## src/rtl/sad_pkg.sv

```systemverilog
package sad_pkg;

  localparam int BYTE_W = 8;
  localparam logic [4:0] PREFIX10 = 5'b11110;

  typedef enum logic [1:0] {
    ST_IDLE,
    ST_FIRST,
    ST_SECOND,
    ST_HELD
  } sadState_t;

  typedef enum logic [1:0] {
    CLS_NORMAL   = 2'd0,
    CLS_GENCALL  = 2'd1,
    CLS_RESERVED = 2'd2,
    CLS_PREFIX10 = 2'd3
  } addrClass_t;

  // strobes from control to datapath
  typedef struct packed {
    logic restart;
    logic latchClass;
  } sadCtrl_t;

endpackage

```

## src/rtl/sad_sync.sv

```systemverilog
module sad_sync #(
  parameter int STAGES = 2,
  parameter logic RESET_VAL = 1'b1
) (
  input  logic clk,
  input  logic rstN,
  input  logic din,
  output logic dout
);
  logic [STAGES-1:0] pipe;

  generate
    if (STAGES == 1) begin : g_one
      always_ff @(posedge clk or negedge rstN) begin
        if (!rstN) pipe <= RESET_VAL;
        else       pipe <= din;
      end
    end else begin : g_many
      always_ff @(posedge clk or negedge rstN) begin
        if (!rstN) pipe <= {STAGES{RESET_VAL}};
        else       pipe <= {pipe[STAGES-2:0], din};
      end
    end
  endgenerate

  assign dout = pipe[STAGES-1];
endmodule

```

## src/rtl/sad_datapath.sv

```systemverilog
module sad_datapath
  import sad_pkg::*;
#(
  parameter int ADDR_W      = 10,
  parameter int SYNC_STAGES = 2
) (
  input  logic              clk,
  input  logic              rstN,
  input  logic              sclIn,
  input  logic              sdaIn,
  input  logic [ADDR_W-1:0] ownAddr,
  input  sadCtrl_t          ctrl,
  output logic              startDet,
  output logic              stopDet,
  output logic              byteDone,
  output logic              hit7,
  output logic              hitPrefix,
  output logic              hitLow,
  output logic              rwBit,
  output logic [1:0]        addrClass
);
  localparam int CNT_W = $clog2(BYTE_W + 1);
  localparam logic [CNT_W-1:0] LAST_DATA = CNT_W'(BYTE_W - 1);
  localparam logic [CNT_W-1:0] ACK_SLOT  = CNT_W'(BYTE_W);

  logic sclS, sdaS, sclD, sdaD;
  logic sclRise;
  logic [BYTE_W-1:0] shiftReg;
  logic [CNT_W-1:0]  bitCnt;
  logic [6:0]        code;
  addrClass_t        classNext;
  logic [1:0]        classReg;

  sad_sync #(.STAGES(SYNC_STAGES), .RESET_VAL(1'b1)) u_sclSync (
    .clk(clk), .rstN(rstN), .din(sclIn), .dout(sclS));
  sad_sync #(.STAGES(SYNC_STAGES), .RESET_VAL(1'b1)) u_sdaSync (
    .clk(clk), .rstN(rstN), .din(sdaIn), .dout(sdaS));

  always_ff @(posedge clk or negedge rstN) begin
    if (!rstN) begin
      sclD <= 1'b1;
      sdaD <= 1'b1;
    end else begin
      sclD <= sclS;
      sdaD <= sdaS;
    end
  end

  assign sclRise  = sclS & ~sclD;
  assign startDet = sclS & sclD & sdaD & ~sdaS;
  assign stopDet  = sclS & sclD & ~sdaD & sdaS;

  // bit counter: eight data slots then one acknowledge slot
  always_ff @(posedge clk or negedge rstN) begin
    if (!rstN) begin
      shiftReg <= '0;
      bitCnt   <= '0;
      byteDone <= 1'b0;
    end else begin
      byteDone <= 1'b0;
      if (ctrl.restart) begin
        bitCnt <= '0;
      end else if (sclRise) begin
        if (bitCnt == ACK_SLOT) begin
          bitCnt <= '0;
        end else begin
          shiftReg <= {shiftReg[BYTE_W-2:0], sdaS};
          bitCnt   <= bitCnt + 1'b1;
          byteDone <= (bitCnt == LAST_DATA);
        end
      end
    end
  end

  // comparators
  assign code      = shiftReg[7:1];
  assign rwBit     = shiftReg[0];
  assign hit7      = (code == ownAddr[6:0]);
  assign hitPrefix = (shiftReg[7:3] == PREFIX10) && (shiftReg[2:1] == ownAddr[9:8]);
  assign hitLow    = (shiftReg == ownAddr[7:0]);

  always_comb begin
    if (code == 7'h00)                        classNext = CLS_GENCALL;
    else if (code <= 7'h03 || code >= 7'h7C)  classNext = CLS_RESERVED;
    else if (code >= 7'h78)                   classNext = CLS_PREFIX10;
    else                                      classNext = CLS_NORMAL;
  end

  always_ff @(posedge clk or negedge rstN) begin
    if (!rstN)                classReg <= CLS_NORMAL;
    else if (ctrl.restart)    classReg <= CLS_NORMAL;
    else if (ctrl.latchClass) classReg <= classNext;
  end

  assign addrClass = classReg;
endmodule

```

## src/rtl/sad_control.sv

```systemverilog
module sad_control
  import sad_pkg::*;
(
  input  logic     clk,
  input  logic     rstN,
  input  logic     enable,
  input  logic     tenBitMode,
  input  logic     startDet,
  input  logic     stopDet,
  input  logic     byteDone,
  input  logic     hit7,
  input  logic     hitPrefix,
  input  logic     hitLow,
  input  logic     rwBit,
  output sadCtrl_t ctrl,
  output logic     matchPulse,
  output logic     addressed,
  output logic     readDir,
  output logic     fullMatch
);
  sadState_t state;

  always_comb begin
    ctrl.restart    = startDet & enable;
    ctrl.latchClass = enable & byteDone & (state == ST_FIRST);
  end

  always_ff @(posedge clk or negedge rstN) begin
    if (!rstN) begin
      state      <= ST_IDLE;
      matchPulse <= 1'b0;
      readDir    <= 1'b0;
      fullMatch  <= 1'b0;
    end else begin
      matchPulse <= 1'b0;
      if (!enable) begin
        state     <= ST_IDLE;
        fullMatch <= 1'b0;
      end else if (startDet) begin
        state     <= ST_FIRST;
        readDir   <= 1'b0;
        fullMatch <= 1'b0;
      end else if (stopDet) begin
        state <= ST_IDLE;
      end else if (byteDone) begin
        unique case (state)
          ST_FIRST: begin
            if (!tenBitMode) begin
              if (hit7) begin
                matchPulse <= 1'b1;
                readDir    <= rwBit;
                state      <= ST_HELD;
              end else begin
                state <= ST_IDLE;
              end
            end else begin
              fullMatch <= 1'b0;
              if (hitPrefix && !rwBit) begin
                matchPulse <= 1'b1;
                state      <= ST_SECOND;
              end else begin
                state <= ST_IDLE;
              end
            end
          end
          ST_SECOND: begin
            if (hitLow) begin
              matchPulse <= 1'b1;
              fullMatch  <= 1'b1;
              state      <= ST_HELD;
            end else begin
              fullMatch <= 1'b0;
              state     <= ST_IDLE;
            end
          end
          default: ;
        endcase
      end
    end
  end

  assign addressed = (state == ST_HELD);
endmodule

```

## src/rtl/slave_addr_detect.sv

```systemverilog
module slave_addr_detect
  import sad_pkg::*;
#(
  parameter int ADDR_W      = 10,
  parameter int SYNC_STAGES = 2
) (
  input  logic              clk,
  input  logic              rstN,
  input  logic              enable,
  input  logic              tenBitMode,
  input  logic [ADDR_W-1:0] ownAddr,
  input  logic              sclIn,
  input  logic              sdaIn,
  output logic              matchPulse,
  output logic              addressed,
  output logic              readDir,
  output logic              fullMatch,
  output logic [1:0]        addrClass
);
  sadCtrl_t ctrl;
  logic startDet, stopDet, byteDone;
  logic hit7, hitPrefix, hitLow, rwBit;

  sad_datapath #(.ADDR_W(ADDR_W), .SYNC_STAGES(SYNC_STAGES)) u_dp (
    .clk(clk), .rstN(rstN), .sclIn(sclIn), .sdaIn(sdaIn), .ownAddr(ownAddr),
    .ctrl(ctrl), .startDet(startDet), .stopDet(stopDet), .byteDone(byteDone),
    .hit7(hit7), .hitPrefix(hitPrefix), .hitLow(hitLow), .rwBit(rwBit),
    .addrClass(addrClass));

  sad_control u_ctl (
    .clk(clk), .rstN(rstN), .enable(enable), .tenBitMode(tenBitMode),
    .startDet(startDet), .stopDet(stopDet), .byteDone(byteDone),
    .hit7(hit7), .hitPrefix(hitPrefix), .hitLow(hitLow), .rwBit(rwBit),
    .ctrl(ctrl), .matchPulse(matchPulse), .addressed(addressed),
    .readDir(readDir), .fullMatch(fullMatch));
endmodule

```

## config.mk

```make
export PLATFORM = sky130hd
export DESIGN_NAME = slave_addr_detect
export DESIGN_NICKNAME = d
export VERILOG_FILES = /design/src/rtl/sad_pkg.sv /design/src/rtl/sad_sync.sv /design/src/rtl/sad_datapath.sv /design/src/rtl/sad_control.sv /design/src/rtl/slave_addr_detect.sv
export SDC_FILE = /design/constraint.sdc
export NUM_CORES = 1
export LEC_CHECK = 0
export ABC_AREA = 1
export BUFFER_PORTS_ARGS = -buffer_cell sky130_fd_sc_hd__clkbuf_2
export CAP_MARGIN = 5
export CELL_PAD_IN_SITES_DETAIL_PLACEMENT = 0
export CELL_PAD_IN_SITES_GLOBAL_PLACEMENT = 1
export CORE_MARGIN = 4
export CORE_UTILIZATION = 44
export DETAILED_ROUTE_END_ITERATION = 7
export PLACE_DENSITY = 0.88
export SYNTH_ARGS = -nofsm -noshare
export SYNTH_HDL_FRONTEND = slang
export SYNTH_SLANG_ARGS = --single-unit
```

## constraint.sdc

```tcl
create_clock -name clk -period 2.6 [get_ports clk]
set_input_delay 0.52 -clock clk [delete_from_list [all_inputs] [get_ports clk]]
set_output_delay 0.52 -clock clk [all_outputs]
set_load 0.01 [all_outputs]
```

==> impl_summary.log <==
[metrics] DPL Wire Length: 2250 um
[metrics] CTS max path bufs: 2
[metrics] area enclosed by the die boundary: 4450 um^2
[metrics] largest area contributor in the synthesized netlist: sky130_fd_sc_hd__dfrtp_1
[metrics] post-route cell area: 1710 um^2
[metrics] number of gates resized after CTS: 0
[metrics] largest stage delay on the critical path: 0.44 ns
[metrics] Vias per Instance: 4.44
[metrics] sequential area share after synthesis: 43.4%
[metrics] final cycle utilization of the critical path: 62.1%
[metrics] CP Max Fanout: 4
[metrics] critical path, cell by cell: ha_1 > clkbuf_2
[metrics] Final Routed Wirelength: 2870 um
[metrics] diodes inserted: 0
[metrics] worst endpoint required time: 2.08 ns
[metrics] area occupied by registers: 658 um^2
[metrics] number of post-CTS setup repair buffers: 0
[metrics] top flip-flop cell by instance count after synthesis: sky130_fd_sc_hd__dfrtp_1
[metrics] IR drop worst, VDD: 0.415 mV
[metrics] area of combinational cells with multiple inputs: 706 um^2
[metrics] number of buffers inserted by port buffering: 21
[metrics] Core Box Area: 3340 um^2
[metrics] Overall Global Routing Usage: 14.8%
[metrics] final hold vios: 0
[metrics] global-route wire length before repair: 4950 um
[metrics] clock sink count: 26
[metrics] routed via count: 1213
[metrics] Tightest Pin Transition: 0.630 ns
[metrics] antenna violations before repair: 0
[metrics] Post-CTS Hold Fix Bufs: 0
[metrics] setup_tns: 0 ns
[metrics] clock tree from TritonCTS: yes
[metrics] unrepaired setup endpoints after global routing: no
[metrics] Data arrival, critical path: 1.09 ns
[metrics] power density over cell area: 705 nW/um^2
[metrics] worst relative slew slack: 58.0%
[metrics] number of warnings issued by yosys: 0
[metrics] Max Clock Freq: 620 MHz
[metrics] net count of the mapped netlist: 225
[metrics] Min Clock Period, post-route: 1.61 ns
[metrics] setup skew after layout: 0.00794 ns
[metrics] count of H-tree levels built during CTS: 1
[metrics] die height: 66.7 um
[metrics] gp weighted congestion: 0.849
[metrics] most frequent cell after synthesis: sky130_fd_sc_hd__nand2_1
[metrics] share of final-layout standard cells stronger than drive strength 1: 18.9%
[metrics] main area contributors after synthesis: sky130_fd_sc_hd__dfrtp_1 (33%), sky130_fd_sc_hd__nand2_1 (16%), sky130_fd_sc_hd__dfstp_2 (10%), sky130_fd_sc_hd__inv_1 (7.7%), sky130_fd_sc_hd__o21ai_0 (5.9%)
[metrics] worst min-delay path category: in -> async
[metrics] Final Slew Violations: 0
[metrics] mean instance size in the synthesized netlist: 7.44 um^2
[metrics] max-capacitance violation count: 0
[metrics] Crit. End Element: output pin
[metrics] std cell rows: 21
[metrics] via count of the first global-routing pass: 1093
[metrics] detailed-routing iteration count for the pre-antenna-repair pass: 6
[metrics] post-synth cell types: 25
[metrics] number of flip-flops and latches in the synthesized netlist: 26
[metrics] most instantiated cells after synthesis: sky130_fd_sc_hd__nand2_1 (65), sky130_fd_sc_hd__inv_1 (31), sky130_fd_sc_hd__dfrtp_1 (20)
[metrics] post-CTS clock slew at the launch and capture registers of the worst setup and hold paths: 0.15 ns
[metrics] netlist area before placement: 1520 um^2
[metrics] total setup violations reported at the end of the flow: 0
[metrics] number of DRC markers after the initial detailed-route iteration: 44
[metrics] run status: finished, final reports clean
[metrics] instance area at placement: 1660 um^2
[metrics] Clk Latency, worst-skew pair: 0.32 ns
[metrics] critical path type: reg -> out
[metrics] width of the chip: 66.7 um
[metrics] number of enable-type register cells in the synthesized netlist: 0
[metrics] nets@finish: 249
[metrics] share of Yosys cell area claimed by the top area cell type: 33.0%
[metrics] reported leakage power: 0.890 nW
[metrics] post-detailed-route count of antenna-violating nets: 0
[metrics] filler cell count: 349
[metrics] Synth async-reset ratio: 100%
[metrics] Root Buffer: sky130_fd_sc_hd__clkbuf_4
[metrics] type of element launching the critical path: flop
[metrics] largest net degree at the start of global routing: 27
[metrics] Avg WL per Cell: 10.5 um
[metrics] Initial Util: 45.5%
[metrics] overflow left after global routing: 0
[metrics] Syn Inst Count: 204
[metrics] boundary pin count: 22
[metrics] number of clock buffers inserted by TritonCTS: 3
[metrics] Worst path slowest cell: sky130_fd_sc_hd__dfrtp_1
[metrics] relative area change from synthesis to final layout: 12.9%
[metrics] number of remaining DRC errors: 0
cell usage in the layout, fill, tap and decap left out, drive strengths merged:
cell and n:
dfrtp 20, bufinv 1, xnor2 8, dfstp 6, o21ai 20, nor2 19
clkinv 1, nand2 67, nand4 3, inv 35, clkbuf 24, or2 1
ha 5, nor3 4, a21oi 3, nand3 8, xor2 1, o22ai 1
report_power, final:
part           switching (mW)  internal (mW)  total [mW]
sequential             0.0983          0.484       0.582
combinational           0.205          0.145       0.350
clock                   0.121          0.156       0.277
layout make-up:
class                   instances  share of cell area, %
inverters                      36                   7.88
clock inverters                 1                   1.75
repair buffers                 21                   6.13
well taps                      46                   3.36
flip-flops and latches         26                   38.4
multi-input cells             140                   41.2
clock buffers                   3                   1.31
worst paths after layout:
path	slack, ns	end	startpoint	depth (start not counted)
worst max-delay path	0.99	addressed	u_ctl.state[0]	2
worst min-delay path	0.18	u_ctl.state[0]	rstN	1
worst max register to register	1.09	u_ctl.state[0]	u_ctl.state[0]	10
worst min register to register	0.36	u_dp.u_sdaSync.pipe[1]	u_dp.u_sdaSync.pipe[0]	0
max in group asynchronous	2.01	u_ctl.readDir	rstN	1
min in group clk	0.26	u_dp.u_sclSync.pipe[0]	sclIn	1
cells by family after synthesis:
family | after synthesis | share of synthesized area [%]
adder cells (fa/ha/maj) | 5 | 4.12
flip-flops | 26 | 43.4
AND/OR/NAND/NOR | 102 | 29.2
AO/OA/AOI/OAI | 24 | 8.00
XOR/XNOR | 9 | 5.19
buffers and inverters | 38 | 10.1
worst max-delay path, delay by kind of cell, from the launching register on:
family	cells	cell delay, ns
buf+inv	1	0.12
fa+ha+maj	1	0.21
flops	1	0.44
layer usage:
metal / global-route usage (%) / up-vias / routed length [um]
li1: - / 670 / -
met1: 21.2 / 521 / 1500
met2: 22.2 / 20 / 1260
met3: 2.53 / 2 / 92
met4: 5.33 / 0 / 17
met5: 0 / - / 0
flip-flops by register name, summed over array words and instances, names as in the netlist:
register             count
u_ctl.readDir            1
u_ctl.state              2
u_dp.u_sdaSync.pipe      2
u_dp.sclD                1
u_dp.shiftReg            8
u_dp.bitCnt              4
u_dp.byteDone            1
u_dp.u_sclSync.pipe      2
u_ctl.fullMatch          1
u_ctl.matchPulse         1
u_dp.addrClass           2
u_dp.sdaD                1
stage by stage:
| step | cells | total power, mW | hold WS (ns) | util, % | worst slack [ns] |
|---|---|---|---|---|---|
| global route | 273 | 1.31 | 0.206 | 51.4 | 0.903 |
| floorplan | 204 | 0.847 | 0.224 | - | 1.24 |
| CTS | 273 | 1.22 | 0.197 | 51.4 | 0.965 |
| finish | 273 | 1.21 | 0.183 | 51.4 | 0.986 |
| global placement | 269 | 0.943 | 0.347 | 49.8 | 1.11 |
| detailed placement | 269 | 0.940 | 0.348 | 49.8 | 1.11 |
No activity file was read; power rests on OpenSTA's default activity.
